### config.mk
export PLATFORM = sky130hd
export DESIGN_NAME = stripe_skip_sched
export DESIGN_NICKNAME = d
export VERILOG_FILES = /design/src/rtl/stripe_skip_sched.sv
export SDC_FILE = /design/constraint.sdc
export NUM_CORES = 1
export LEC_CHECK = 0
export ABC_AREA = 0
export BUFFER_PORTS_ARGS = -buffer_cell sky130_fd_sc_hd__buf_2
export CAP_MARGIN = 0
export CORE_AREA = 2 2 95 143
export CTS_CLUSTER_SIZE = 20
export DETAILED_ROUTE_END_ITERATION = 6
export DIE_AREA = 0 0 97 145
export GPL_TIMING_DRIVEN = 0
export PLACE_DENSITY = 0.43
export SLEW_MARGIN = 20
export SYNTH_ARGS = -nofsm -noshare
export SYNTH_HDL_FRONTEND = slang
export SYNTH_SLANG_ARGS = --single-unit
### constraint.sdc
create_clock -name clk -period 2.7 [get_ports clk]
set_input_delay 0.135 -clock clk [delete_from_list [all_inputs] [get_ports clk]]
set_output_delay 0.135 -clock clk [all_outputs]
set_load 0.1 [all_outputs]
### src/rtl/stripe_skip_sched.sv
module stripe_skip_sched #(
  parameter int NUM_STRIPES = 16,
  parameter int NUM_COLS    = 64,
  localparam int SW = (NUM_STRIPES > 1) ? $clog2(NUM_STRIPES) : 1,
  localparam int CW = (NUM_COLS > 1) ? $clog2(NUM_COLS) : 1
) (
  input  logic          clk,
  input  logic          rst_n,
  input  logic          start,
  input  logic          col_adv,
  input  logic          upd_we,
  input  logic [SW-1:0] upd_stripe,
  input  logic          upd_all_sig,
  input  logic          upd_none_sig,
  input  logic          upd_all_coded,
  output logic          busy,
  output logic [1:0]    pass_code,
  output logic [SW-1:0] stripe_idx,
  output logic [CW-1:0] col_idx,
  output logic          col_valid,
  output logic          stripe_start,
  output logic          plane_done
);

  logic [NUM_STRIPES-1:0] skip_p1, skip_p2, skip_p3, snap;
  logic          run_q, fresh_q, done_q;
  logic [1:0]    pass_q;
  logic [SW-1:0] stripe_q;
  logic [CW-1:0] col_q;

  wire cur_skip    = snap[stripe_q];
  wire last_col    = (col_q == CW'(NUM_COLS - 1));
  wire last_stripe = (stripe_q == SW'(NUM_STRIPES - 1));
  wire last_pass   = (pass_q == 2'b10);
  wire step        = run_q & (cur_skip | (col_adv & last_col));
  wire upd_ok      = upd_we & (int'(upd_stripe) < NUM_STRIPES);

  assign busy         = run_q;
  assign pass_code    = pass_q;
  assign stripe_idx   = stripe_q;
  assign col_idx      = col_q;
  assign col_valid    = run_q & ~cur_skip;
  assign stripe_start = col_valid & fresh_q;
  assign plane_done   = done_q;

  always_ff @(posedge clk or negedge rst_n) begin
    if (!rst_n) begin
      skip_p1  <= '0;
      skip_p2  <= '1;
      skip_p3  <= '0;
      snap     <= '0;
      run_q    <= 1'b0;
      fresh_q  <= 1'b0;
      done_q   <= 1'b0;
      pass_q   <= 2'b00;
      stripe_q <= '0;
      col_q    <= '0;
    end else begin
      done_q <= 1'b0;
      if (upd_ok) begin
        skip_p1[upd_stripe] <= upd_all_sig;
        skip_p2[upd_stripe] <= upd_none_sig;
        skip_p3[upd_stripe] <= upd_all_coded;
      end
      if (!run_q) begin
        if (start) begin
          run_q    <= 1'b1;
          pass_q   <= 2'b00;
          stripe_q <= '0;
          col_q    <= '0;
          snap     <= skip_p1;
          fresh_q  <= 1'b1;
        end
      end else begin
        fresh_q <= 1'b0;
        if (col_valid && col_adv && !last_col) col_q <= col_q + 1'b1;
        if (step) begin
          col_q   <= '0;
          fresh_q <= 1'b1;
          if (!last_stripe) begin
            stripe_q <= stripe_q + 1'b1;
          end else begin
            stripe_q <= '0;
            if (last_pass) begin
              run_q  <= 1'b0;
              done_q <= 1'b1;
            end else begin
              pass_q <= pass_q + 1'b1;
              snap   <= (pass_q == 2'b00) ? skip_p2 : skip_p3;
            end
          end
        end
      end
    end
  end


  done_pulse_chk: assert property (@(posedge clk) disable iff (!rst_n)
    plane_done |=> !plane_done);


  done_idle_chk: assert property (@(posedge clk) disable iff (!rst_n)
    plane_done |-> !busy);


  pass_legal_chk: assert property (@(posedge clk) disable iff (!rst_n)
    pass_code != 2'b11);


  sstart_col0_chk: assert property (@(posedge clk) disable iff (!rst_n)
    stripe_start |-> (col_valid && col_idx == '0));


  col_hold_chk: assert property (@(posedge clk) disable iff (!rst_n)
    (col_valid && !col_adv) |=> ($stable(col_idx) && $stable(stripe_idx) && $stable(pass_code)));


  skip_one_cycle_chk: assert property (@(posedge clk) disable iff (!rst_n)
    (busy && !col_valid) |=> (!busy || stripe_idx != $past(stripe_idx) || pass_code != $past(pass_code)));


  col_range_chk: assert property (@(posedge clk) disable iff (!rst_n)
    int'(col_idx) < NUM_COLS);


  start_ignored_chk: assert property (@(posedge clk) disable iff (!rst_n)
    (busy && start && !step) |=> (stripe_idx == $past(stripe_idx) && pass_code == $past(pass_code)));

endmodule

# [Word level (Yosys, flattened, before mapping)]
# Cells that the tools add are included.
[classes] addsub=3 magnitude_cmp=3 eq_ne=7 n_mux=38 n_bitwise=6 n_reduce_logical=9
[op_table] operator="16-bit 2-to-1 mux" n=6
[op_table] operator="16-bit bitwise mux" n=3
[op_table] operator="6-bit 2-to-1 mux" n=4
[op_table] operator="4-bit 2-to-1 mux" n=4
[op_table] operator="1-bit 2-to-1 mux" n=14
[op_table] operator="4-bit by 5-bit < comparator with 1-bit output (second input constant)" n=2
[op_table] operator="2-bit 2-to-1 mux" n=5
[op_table] operator="6-bit by 1-bit adder with 6-bit output (second input constant)" n=1
[op_table] operator="6-bit == test (second input constant)" n=1
[op_table] operator="4-bit by 1-bit adder with 4-bit output (second input constant)" n=1
[op_table] operator="1-bit bitwise AND" n=4
[op_table] operator="1-bit binary-select mux with 4-bit select" n=1
[op_table] operator="1-bit demux with 4-bit select" n=1
[op_table] operator="4-bit == test (second input constant)" n=1
[op_table] operator="4-bit by 1-bit >= comparator with 1-bit output (second input constant)" n=1
[op_table] operator="2-bit by 1-bit != test with 1-bit output (second input constant)" n=2
[op_table] operator="2-bit AND reduction" n=2
[op_table] operator="4-bit AND reduction" n=1
[op_table] operator="1-bit logical AND" n=3
[op_table] operator="3-bit by 1-bit != test with 1-bit output (second input constant)" n=1
[op_table] operator="2-bit by 1-bit adder with 2-bit output (second input constant)" n=1
[op_table] operator="2-bit == test (second input constant)" n=1
[op_table] operator="2-bit logical NOT" n=1
[op_table] operator="2-bit != test (second input constant)" n=1
[op_table] operator="4 further kinds" n=4
[word_totals] regBits=79 out_inout_bits=16 elab_cells=76

# [Longest topological paths before layout]
[depth] word_depth=9 ltp_mapped=9 depth_no_buf=7

# [Worst setup path after synthesis]
# OpenSTA, ideal clock, no wires.
[synth_path] path_kind="register to output" from="register stripe_q[2], in the netlist stripe_idx[2]" to="output port stripe_start" arrival_ps=3584 required_time_ps=2565 slack_ps=-1019 stages_incl_launch_ff=8 n_path_buf=1 path_cell_list="dfrtp_1 > buf_2 > mux2_2 > a32o_1 > nor2_1 > a31oi_1 > inv_1 > and2_1"
[synth_via] elab_chain_len=5
[synth_lines] item="start, declared" line="28" rtl="logic [SW-1:0] stripe_q;"
[synth_lines] item="start signal, assigned" line="81" rtl="stripe_q <= stripe_q + 1'b1;"
[synth_lines] item="1-bit binary-select mux with 4-bit select" line="31" rtl="wire cur_skip = snap[stripe_q];"
[synth_lines] item="1-bit 2-to-1 mux (not written as such)" line="31"
[synth_lines] item="1-bit NOT" line="42" rtl="assign col_valid = run_q & ~cur_skip;"
[synth_lines] item="1-bit bitwise AND" line="42"
[synth_lines] item="named net col_valid" line="20" rtl="output logic col_valid,"
[synth_lines] item="1-bit bitwise AND" line="43" rtl="assign stripe_start = col_valid & fresh_q;"
[synth_lines] item="end, declared" line="21" rtl="output logic stripe_start,"
# The timed path passes the listed nets, and every way through them passes these cells. The select of a mux whose other input is x is not followed.

# [Worst setup path after layout]
[layout_path] from="register stripe_q[2], in the netlist stripe_idx[2]" to="output port stripe_start"
[layout_via] elab_chain_len=5
[layout_lines] item="1-bit binary-select mux with 4-bit select" line="31"
[layout_lines] item="1-bit 2-to-1 mux (not written as such)" line="31"
[layout_lines] item="1-bit NOT" line="42"
[layout_lines] item="1-bit bitwise AND" line="42"
[layout_lines] item="1-bit bitwise AND" line="43"
# No other way between the ends. The select of a mux whose other input is x is not followed.

==> impl_metrics.json <==
{
  "required_ps": 2570,
  "timing.fmax_ghz": 0.387,
  "final_nets": 382,
  "grt_usage_pct": 14.1,
  "synth_seq_area_share_pct": 51.3,
  "synth-main-ff-cell": "dfrtp_1",
  "critPathMaxStageDelay_ps": 420,
  "syn-num-nets": 341,
  "path_cells": "buf_2, mux2_2, a32o_1, nor2_1, a31oi_2, clkinvlp_4, and2_4, buf_6",
  "syn_inst": 325,
  "final_layout_size_suffix_gt1_share_pct": 38.5,
  "core_um2": 12800,
  "dp.final_hpwl_um": 6720,
  "crit_type": "flop to primary output",
  "grt_pass1_wl_um": 15600,
  "numCtsBuffers": 9,
  "placed_cells_incl_taps": 512,
  "vias": 2636,
  "clock_sinks": 79,
  "drc": 0,
  "crit_arrival_ps": 2450,
  "io_pins": 28,
  "ys_async_sr_fraction_pct": 100,
  "outcome": "complete, no violations",
  "antenna_cells": 0,
  "r2r-start": "stripe_idx[2]",
  "drtIter0Drc": 92,
  "critPathBufInv": 3,
  "grt_overflow": 0,
  "min_from": "upd_all_coded",
  "firstDrtPassIters": 4,
  "maxSlewViolCount": 0,
  "rsz0062_at_grt": "no",
  "vdd_ir_drop_max_uv": 346,
  "worstMarginPinSlew_ps": 643,
  "final_cells": 530,
  "fillers": 1292,
  "ys_types": 46,
  "die_h_um": 145,
  "holdWs_ps": 148,
  "synthesis.area_um2": 3890,
  "cellLeakagePower_nw": 1.97,
  "wirelength_um": 9270,
  "crit_start": "stripe_idx[2]",
  "setup_viol": 0,
  "synth_edf_count": 0,
  "grt_max_degree": 49,
  "period_minus_slack_ps": 2580,
  "pre_cts_ws_ps": 94.3,
  "end_kind": "primary output",
  "wl_per_cell_um": 17.5,
  "final-hold-violation-count": 0,
  "die_w_um": 97,
  "slowest_stage": "dfrtp_4",
  "die_area_um2": 14100,
  "max_slew_margin_pct": 57.1,
  "cap_violations": 0,
  "setup.worst_path.start_class": "flop",
  "cts_max_level": 3,
  "min_path_type": "input pin to flop",
  "cp_max_fo": 10,
  "cts.clk_slew.worst_paths_ps": 60,
  "antenna_found_initial": 0,
  "fin_skew_ps": 8.66,
  "avgSynthCellArea_um2": 12.0,
  "start_util_pct": 30.4,
  "root_buffer": "clkbuf_16",
  "powerDensity_nw_per_um2": 1030,
  "yosysWarnings": 0,
  "syn2layout_area_growth_pct": 18.8,
  "worst_skew_pair.late_latency_ps": 340,
  "fin_tns_setup_ps": 0,
  "ys_seq_elements": 79,
  "fin_crit_sh_pct": 95.7,
  "worst_slack_ps": 117,
  "clock_path_buffers": 2,
  "drtAntennaViolNets": 0,
  "viasPerCell": 4.97,
  "gp_congestion": 0.745,
  "critical-path-top-delay-family": "buffers and inverters",
  "grt_pass1_vias": 2875,
  "port_buffers": 27,
  "num_rows": 51,
  "tritoncts": "built"
}
kinds of logic after synthesis:
logic type               synth area share [%]
AO/OA/AOI/OAI                            9.77
XOR/XNOR                                0.225
adder cells (fa/ha/maj)                  1.28
buffers and inverters                    3.37
flip-flops                               51.3
multiplexers                             20.6
AND/OR/NAND/NOR                          13.5
stage by stage:
step	cell area, µm²	util, %	total power, mW
after floorplan	3920	-	3.07
after global placement	4250	33.1	3.43
after detailed placement	4270	33.3	3.45
after CTS	4610	35.9	4.81
after global routing	4630	36.1	5.05
final	4630	36.1	4.77
state kept, by name, summed over array words and instances, names as in the netlist:
register	cells
plane_done	1
stripe_idx	4
skip_p3	16
snap	16
skip_p2	16
pass_code	2
col_idx	6
skip_p1	16
fresh_q	1
busy	1
cells in the final DEF, fill, tap and decap left out, types with 2 or more instances in the layout:
master / n
o211ai_1: 4
a31oi_1: 2
o211ai_2: 12
nand4_1: 2
o21ai_0: 4
a22oi_2: 2
nand2_1: 27
clkbuf_1: 12
or3_1: 4
inv_1: 4
and3_1: 5
mux2i_1: 20
bufinv_16: 2
nor2b_1: 3
buf_4: 2
clkbuf_16: 9
dfrtp_1: 59
buf_6: 5
a32o_1: 3
mux2_2: 52
nor3b_1: 3
a21o_1: 2
buf_2: 27
dfrtp_2: 3
nand3b_1: 4
dfstp_2: 16
nand2b_1: 6
a21oi_1: 3
a211oi_1: 2
clkinvlp_4: 2
and2_1: 2
a22o_1: 3
ha_1: 4
nor2_1: 16
nand3_1: 21
worst paths after layout:
path	cells past startpoint	slack [ps]	to
min in group asynchronous	2	370	col_idx[2]
max in group asynchronous	3	1650	skip_p2[10]
worst min register to register	2	490	snap[1]
worst max-delay path	8	120	stripe_start
worst max register to register	8	210	snap[7]
worst min-delay path	2	150	skip_p3[9]
final cells by class:
cell class | count | area [µm²] | area share [%]
buffer | 18 | 114 | 2.46
clock buffer | 13 | 250 | 5.41
clock inverter | 3 | 67.6 | 1.46
inverter | 5 | 22.5 | 0.487
multi-input combinational | 223 | 1790 | 38.6
sequential | 79 | 2000 | 43.3
tap | 159 | 199 | 4.30
timing repair buffer | 30 | 184 | 3.98
per-layer routing:
metal	routed length [µm]	vias to the layer above	global-route usage, %
met5	0	-	0
met4	112	0	4.01
met3	298	9	3.28
met2	4730	44	24.4
met1	4130	1314	17.6
li1	-	1269	-
what timing repair did:
item,in CTS,in global routing
hold buffers,1,0
buffers inserted,1,0
cloned,0,0
gates resized for setup,1,7
hold endpoints to repair,37,0
endpoints found under the setup margin,2,5
Yosys cell counts, types with 5 or more instances:
master,count,area (µm²)
dfstp_2,16,420
clkbuf_1,10,37.5
nor2_1,16,60.1
o211ai_2,12,150
mux2i_1,20,200
nand2_1,27,101
nand3_1,21,105
nand2b_1,6,37.5
dfrtp_1,63,1580
mux2_2,52,586
and3_1,5,31.3
inv_1,5,18.8
power breakdown:
group	switching [mW]	internal, mW
Sequential	0.196	1.54
Clock	0.473	0.836
Combinational	1.13	0.594
Total	1.80	2.97
No activity file was read; power rests on OpenSTA's default activity.
